`src/rtl/asr_pkg.sv`:
```
package asr_pkg;
   typedef enum logic [1:0] {
      ST_IDLE  = 2'd0,
      ST_WAIT  = 2'd1,
      ST_SHIFT = 2'd2,
      ST_RST   = 2'd3
   } asr_state_e;
endpackage

```
`src/rtl/asr_delay_timer.sv`:
```
module asr_delay_timer #(
   parameter int DLY_W = 3
) (
   input  logic             clk,
   input  logic             rst_n,
   input  logic             load_i,
   input  logic [DLY_W-1:0] load_val_i,
   output logic             expired_o
);
   logic [DLY_W-1:0] cnt_q;

   always_ff @(posedge clk or negedge rst_n) begin
      if (!rst_n)               cnt_q <= '0;
      else if (load_i)          cnt_q <= load_val_i;
      else if (cnt_q != '0)     cnt_q <= cnt_q - 1'b1;
   end

   assign expired_o = (cnt_q == '0);
endmodule

```
`src/rtl/asr_frame_shifter.sv`:
```
module asr_frame_shifter #(
   parameter int CODE_W = 6,
   parameter int PAIRS  = 4,
   parameter int IDX_W  = 2
) (
   input  logic              clk,
   input  logic              rst_n,
   input  logic              capture_i,
   input  logic [CODE_W-1:0] code_i,
   input  logic              active_i,
   input  logic [IDX_W-1:0]  pair_idx_i,
   output logic              rise_o,
   output logic              fall_o
);
   localparam int SLOT_N = 2 * PAIRS;

   logic [CODE_W-1:0] word_q;
   logic [SLOT_N-1:0] slot_vec;
   logic [IDX_W:0]    base;

   always_ff @(posedge clk or negedge rst_n) begin
      if (!rst_n)         word_q <= '0;
      else if (capture_i) word_q <= code_i;
   end

   // slot 0 is the start flag, then MSB down to LSB, then idle padding
   assign slot_vec[0] = 1'b1;
   for (genvar i = 0; i < CODE_W; i++) begin : g_bit
      assign slot_vec[i+1] = word_q[CODE_W-1-i];
   end
   for (genvar j = CODE_W + 1; j < SLOT_N; j++) begin : g_pad
      assign slot_vec[j] = 1'b0;
   end

   assign base   = {pair_idx_i, 1'b0};
   assign rise_o = active_i & slot_vec[base];
   assign fall_o = active_i & slot_vec[base + 1'b1];
endmodule

```
`src/rtl/asr_seq_ctrl.sv`:
```
module asr_seq_ctrl
   import asr_pkg::*;
#(
   parameter int DLY_W   = 3,
   parameter int PAIRS   = 4,
   parameter int IDX_W   = 2,
   parameter int RST_CYC = 2,
   parameter int RST_W   = 1
) (
   input  logic             clk,
   input  logic             rst_n,
   input  logic             peak_i,
   input  logic [DLY_W-1:0] delay_i,
   input  logic             expired_i,
   output logic             timer_load_o,
   output logic [DLY_W-1:0] timer_val_o,
   output logic             capture_o,
   output logic             active_o,
   output logic [IDX_W-1:0] pair_idx_o,
   output logic             chan_reset_o,
   output logic             ready_o,
   output logic             overflow_o
);
   localparam logic [IDX_W-1:0] LAST_PAIR = IDX_W'(PAIRS - 1);
   localparam logic [RST_W-1:0] RST_LOAD  = RST_W'(RST_CYC - 1);

   asr_state_e       st_q, st_d;
   logic [IDX_W-1:0] idx_q, idx_d;
   logic [RST_W-1:0] rc_q, rc_d;
   logic             ovf_q;

   always_comb begin
      st_d         = st_q;
      idx_d        = idx_q;
      rc_d         = rc_q;
      timer_load_o = 1'b0;
      timer_val_o  = delay_i - 1'b1;
      capture_o    = 1'b0;
      unique case (st_q)
         ST_IDLE: begin
            if (peak_i) begin
               if (delay_i == '0) begin
                  capture_o = 1'b1;
                  idx_d     = '0;
                  st_d      = ST_SHIFT;
               end else begin
                  timer_load_o = 1'b1;
                  st_d         = ST_WAIT;
               end
            end
         end
         ST_WAIT: begin
            if (expired_i) begin
               capture_o = 1'b1;
               idx_d     = '0;
               st_d      = ST_SHIFT;
            end
         end
         ST_SHIFT: begin
            if (idx_q == LAST_PAIR) begin
               rc_d = RST_LOAD;
               st_d = ST_RST;
            end else begin
               idx_d = idx_q + 1'b1;
            end
         end
         ST_RST: begin
            if (rc_q == '0) st_d = ST_IDLE;
            else            rc_d = rc_q - 1'b1;
         end
         default: st_d = ST_IDLE;
      endcase
   end

   always_ff @(posedge clk or negedge rst_n) begin
      if (!rst_n) begin
         st_q  <= ST_IDLE;
         idx_q <= '0;
         rc_q  <= '0;
         ovf_q <= 1'b0;
      end else begin
         st_q  <= st_d;
         idx_q <= idx_d;
         rc_q  <= rc_d;
         if (peak_i && st_q != ST_IDLE) ovf_q <= 1'b1;
      end
   end

   assign active_o     = (st_q == ST_SHIFT);
   assign pair_idx_o   = idx_q;
   assign chan_reset_o = (st_q == ST_RST);
   assign ready_o      = (st_q == ST_IDLE);
   assign overflow_o   = ovf_q;
endmodule

```
`src/rtl/asr_amp_serializer.sv`:
```
module asr_amp_serializer #(
   parameter int CODE_W          = 6,
   parameter int DLY_W           = 3,
   parameter int RST_CYC         = 2,
   parameter int DEAD_BUDGET_CYC = 16
) (
   input  logic              clk,
   input  logic              rst_n,
   input  logic              peak_found,
   input  logic [CODE_W-1:0] amp_code,
   input  logic [DLY_W-1:0]  conv_delay,
   output logic              ser_rise,
   output logic              ser_fall,
   output logic              chan_reset,
   output logic              ready,
   output logic              overflow
);
   localparam int SLOTS    = CODE_W + 1;
   localparam int PAIRS    = (SLOTS + 1) / 2;
   localparam int IDX_W    = (PAIRS > 1) ? $clog2(PAIRS) : 1;
   localparam int RST_W    = (RST_CYC > 1) ? $clog2(RST_CYC) : 1;
   localparam int MAX_BUSY = (2 ** DLY_W - 1) + PAIRS + RST_CYC;

   if (CODE_W < 1) begin : g_bad_code
      $error("CODE_W must be at least 1");
   end
   if (DLY_W < 1) begin : g_bad_dly
      $error("DLY_W must be at least 1");
   end
   if (RST_CYC < 1) begin : g_bad_rst
      $error("RST_CYC must be at least 1");
   end
   if (MAX_BUSY > DEAD_BUDGET_CYC) begin : g_bad_budget
      $error("worst-case busy time exceeds the dead-time budget");
   end

   logic             tmr_load, tmr_expired, capture, active;
   logic [DLY_W-1:0] tmr_val;
   logic [IDX_W-1:0] pair_idx;

   asr_delay_timer #(.DLY_W(DLY_W)) u_timer (
      .clk        (clk),
      .rst_n      (rst_n),
      .load_i     (tmr_load),
      .load_val_i (tmr_val),
      .expired_o  (tmr_expired)
   );

   asr_seq_ctrl #(
      .DLY_W   (DLY_W),
      .PAIRS   (PAIRS),
      .IDX_W   (IDX_W),
      .RST_CYC (RST_CYC),
      .RST_W   (RST_W)
   ) u_ctrl (
      .clk          (clk),
      .rst_n        (rst_n),
      .peak_i       (peak_found),
      .delay_i      (conv_delay),
      .expired_i    (tmr_expired),
      .timer_load_o (tmr_load),
      .timer_val_o  (tmr_val),
      .capture_o    (capture),
      .active_o     (active),
      .pair_idx_o   (pair_idx),
      .chan_reset_o (chan_reset),
      .ready_o      (ready),
      .overflow_o   (overflow)
   );

   asr_frame_shifter #(
      .CODE_W (CODE_W),
      .PAIRS  (PAIRS),
      .IDX_W  (IDX_W)
   ) u_shift (
      .clk        (clk),
      .rst_n      (rst_n),
      .capture_i  (capture),
      .code_i     (amp_code),
      .active_i   (active),
      .pair_idx_i (pair_idx),
      .rise_o     (ser_rise),
      .fall_o     (ser_fall)
   );
endmodule

```
`config.mk`:
```
export PLATFORM = sky130hd
export DESIGN_NAME = asr_amp_serializer
export DESIGN_NICKNAME = d
export VERILOG_FILES = /design/src/rtl/asr_pkg.sv /design/src/rtl/asr_delay_timer.sv /design/src/rtl/asr_frame_shifter.sv /design/src/rtl/asr_seq_ctrl.sv /design/src/rtl/asr_amp_serializer.sv
export SDC_FILE = /design/constraint.sdc
export NUM_CORES = 1
export LEC_CHECK = 0
export BUFFER_PORTS_ARGS = -buffer_cell sky130_fd_sc_hd__buf_2
export CORE_MARGIN = 1
export CORE_UTILIZATION = 35
export CTS_BUF_LIST = sky130_fd_sc_hd__clkbuf_4
export CTS_CLUSTER_SIZE = 14
export DETAILED_ROUTE_END_ITERATION = 10
export GPL_TIMING_DRIVEN = 0
export PLACE_DENSITY = 0.56
export REMOVE_ABC_BUFFERS = 1
export SYNTH_ARGS = -nofsm -noshare
export SYNTH_HDL_FRONTEND = slang
export SYNTH_SLANG_ARGS = --single-unit
```
`constraint.sdc`:
```
create_clock -name clk -period 1.66 [get_ports clk]
set_input_delay 0.332 -clock clk [delete_from_list [all_inputs] [get_ports clk]]
set_output_delay 0.332 -clock clk [all_outputs]
set_load 0.1 [all_outputs]
```
==> out/metrics.yaml <==
logic_synthesis:
  async_flop_share_pct: 100
  yosysSeqAreaShare_pct: 40.8
  synth_top_area_share_pct: 40.8
  synth_edf_count: 0
  syn_area_um2: 921
  synth.distinct_cells: 27
  synthTopCellsByArea: "dfrtp_1, mux2_2, ha_1"
  syn-mean-instance-area_um2: 12.0
  syn_inst: 77
  yosys_warnings: 0
  synth_seq_cells: 15
  synth.largest_area_cell: "dfrtp_1"
  synthFlopType: "dfrtp_1"
critical_path:
  crit_fanout: 5
  crit_chain: "buf_6 -> ha_4 -> inv_4 -> a21oi_4 -> buf_12"
  crit_path_end_kind: "primary output"
  cp.required_ps: 1330
  critical_path.top_delay_family: "flip-flops"
  crit_type: "reg2out"
  crit_slowest_cell: "dfrtp_2"
  cp_slowest_stage_delay_ps: 420
  arrival_ps: 1380
  start_kind: "flop"
  critPathBufInv: 3
grt:
  grt_pass1_vias: 663
  grtUsageTotal_pct: 15.2
  grt_max_degree: 16
  antenna_found_initial: 0
  overflow: 0
  grt_pass1_wl_mm: 2.96
finish:
  syn_to_final_growth_pct: 40.4
  layout-drive-gt1-share_pct: 55.6
  fin_cells: 138
  final_cell_mix: "buf_2, dfrtp_1, buf_4"
  antenna_cells: 0
  final_nets: 128
  final_area_um2: 1290
sta:
  tightest_slew_ps: 488
  tns_ps: -120
  max_freq_ghz: 0.583
  hold_ws_ps: 269
  rsz0062_at_grt: "yes"
  fin_ws_ps: -55.6
  setup_viol: 3
  finalClockSkew_ps: 12.2
  fin_crit_sh_pct: 103
  hold_viol: 0
  max_slew_margin_pct: 67.7
  slew_violations: 0
  finalCriticalPeriod_ps: 1720
power_and_ir_drop:
  seq_power_share_pct: 26.1
  ir_worst_vdd_uv: 1070
  switching_share_pct: 45.2
  p_int_mw: 1.49
  pwr-share-comb_pct: 65.4
  clkPwrFrac_pct: 8.4
  power.leakage_nw: 0.560
  powerDensity_nw_per_um2: 2100
  p_sw_mw: 1.23
placed_design:
  gp_congestion: 0.777
  dp_slack_ps: -469
  placed_cell_area_um2: 1030
  port_buffers: 16
  dp_cells: 122
  dp_hpwl_mm: 1.25
floorplanning:
  start_util_pct: 37.2
  die_h_um: 53.3
  die_area_um2: 2840
  row_count: 18
  coreArea_um2: 2480
  io_pins: 17
  die_w_um: 53.3
clock_tree:
  root_buffer: "clkbuf_4"
  h-tree-depth: 1
  cts_buffer_depth: 2
  clk_pin_slew_ps: 100
  cts.sinks: 15
  clk_latency_ps: 290
  cts_tree: "built"
  cts_buffers: 3
detailed_routing:
  firstDrtPassIters: 4
  routed_via_density: 5.00
  drt_wl_total_mm: 1.81
  drc_errors: 0
  first_iter_violations: 5
  wl_per_cell_um: 13.1
  dr_total_vias: 690
  ant_nets: 0
job:
  max_cap_violations: 0
worst_hold_path:
  hold_class: "in2reg"
status:
  status: "finished, violations left"
  violations: "setup timing"
==> synth_stat cells, types with 2 or more instances <==
library cell / n
nand2_1: 4
ha_1: 7
dfrtp_1: 15
nand2b_1: 2
mux2_2: 8
nor2_1: 3
inv_1: 8
a21oi_1: 4
mux2i_1: 7
o211ai_1: 2
==> sequential cells by signal (all words and copies together) (netlist names) <==
name / flops
u_timer.cnt_q: 3
u_ctrl.st_q: 2
u_shift.word_q: 6
u_ctrl.overflow_o: 1
u_ctrl.rc_q: 1
u_ctrl.pair_idx_o: 2
==> layer usage <==
layer	track usage (%)	vias to the layer above	part of all wire (%)
li1	-	342	-
met1	17.0	332	43
met2	25.8	12	51
met3	6.03	4	3.9
met4	5.26	0	1.4
met5	0	-	0
==> kinds of logic after synthesis <==
| group | after synthesis | share of synthesized area [%] |
|---|---|---|
| AOI/OAI and AO/OA | 16 | 17.4 |
| buffers and inverters | 9 | 3.80 |
| muxes | 16 | 19.0 |
| and+or+nand+nor | 13 | 8.56 |
| adders and majority gates | 7 | 9.51 |
| DFF | 15 | 40.8 |
| xor gates and xnor gates | 1 | 0.951 |
==> worst reg2reg max path: stages (launching register included) <==
cell	delay, ps
dfrtp_2	430
inv_2	100
ha_4	160
o311ai_4	120
mux2i_1	190
ha_2	220
xor2_1	160
nor2_1	50
a31oi_1	150
==> worst paths after layout <==
check / slack (ps) / from / to / cells past startpoint
max: -60 / u_ctrl.st_q[1]$_DFFE_PN0P_ / ser_fall / 5
min: 270 / amp_code[1] / u_shift.word_q[1]$_DFFE_PN0P_ / 2
max reg2reg: -10 / u_ctrl.st_q[0]$_DFFE_PN0P_ / u_timer.cnt_q[2]$_DFFE_PN0P_ / 8
min reg2reg: 470 / u_ctrl.overflow_o$_DFFE_PN0P_ / u_ctrl.overflow_o$_DFFE_PN0P_ / 1
max in group asynchronous: 930 / rst_n / u_ctrl.pair_idx_o[0]$_DFFE_PN0P_ / 2
min in group asynchronous: 460 / rst_n / u_ctrl.st_q[0]$_DFFE_PN0P_ / 2
==> layout make-up <==
cell class,instances,area (um^2)
Fill cell,237,1180
Sequential cell,15,379
Clock buffer,4,30.0
Tap cell,30,37.5
Inverter,8,35.0
Multi-Input combinational cell,53,587
Timing Repair Buffer,28,224
==> what timing repair did <==
action	in CTS	in global routing
setup endpoints to repair	15	10
buffers inserted	9	2
endpoints found under the hold margin	15	0
hold buffers	1	0
resized for setup	31	5
pin swaps	6	1
==> power groups by stage <==
stage,Combinational (mW),Sequential (mW),Clock [mW]
after global routing,1.93,0.730,0.256
after CTS,1.70,0.709,0.241
after floorplan,1.10,0.673,0
final,1.78,0.711,0.229
after global placement,1.25,0.709,0
after detailed placement,1.28,0.717,0
==> metrics by stage <==
stage	total power, mW	util (%)
floorplan	1.77	-
global placement	1.96	41.7
detailed placement	2.00	41.7
CTS	2.65	50.9
global route	2.92	52.2
finish	2.72	52.2
(Power assumes the default switching activity.)
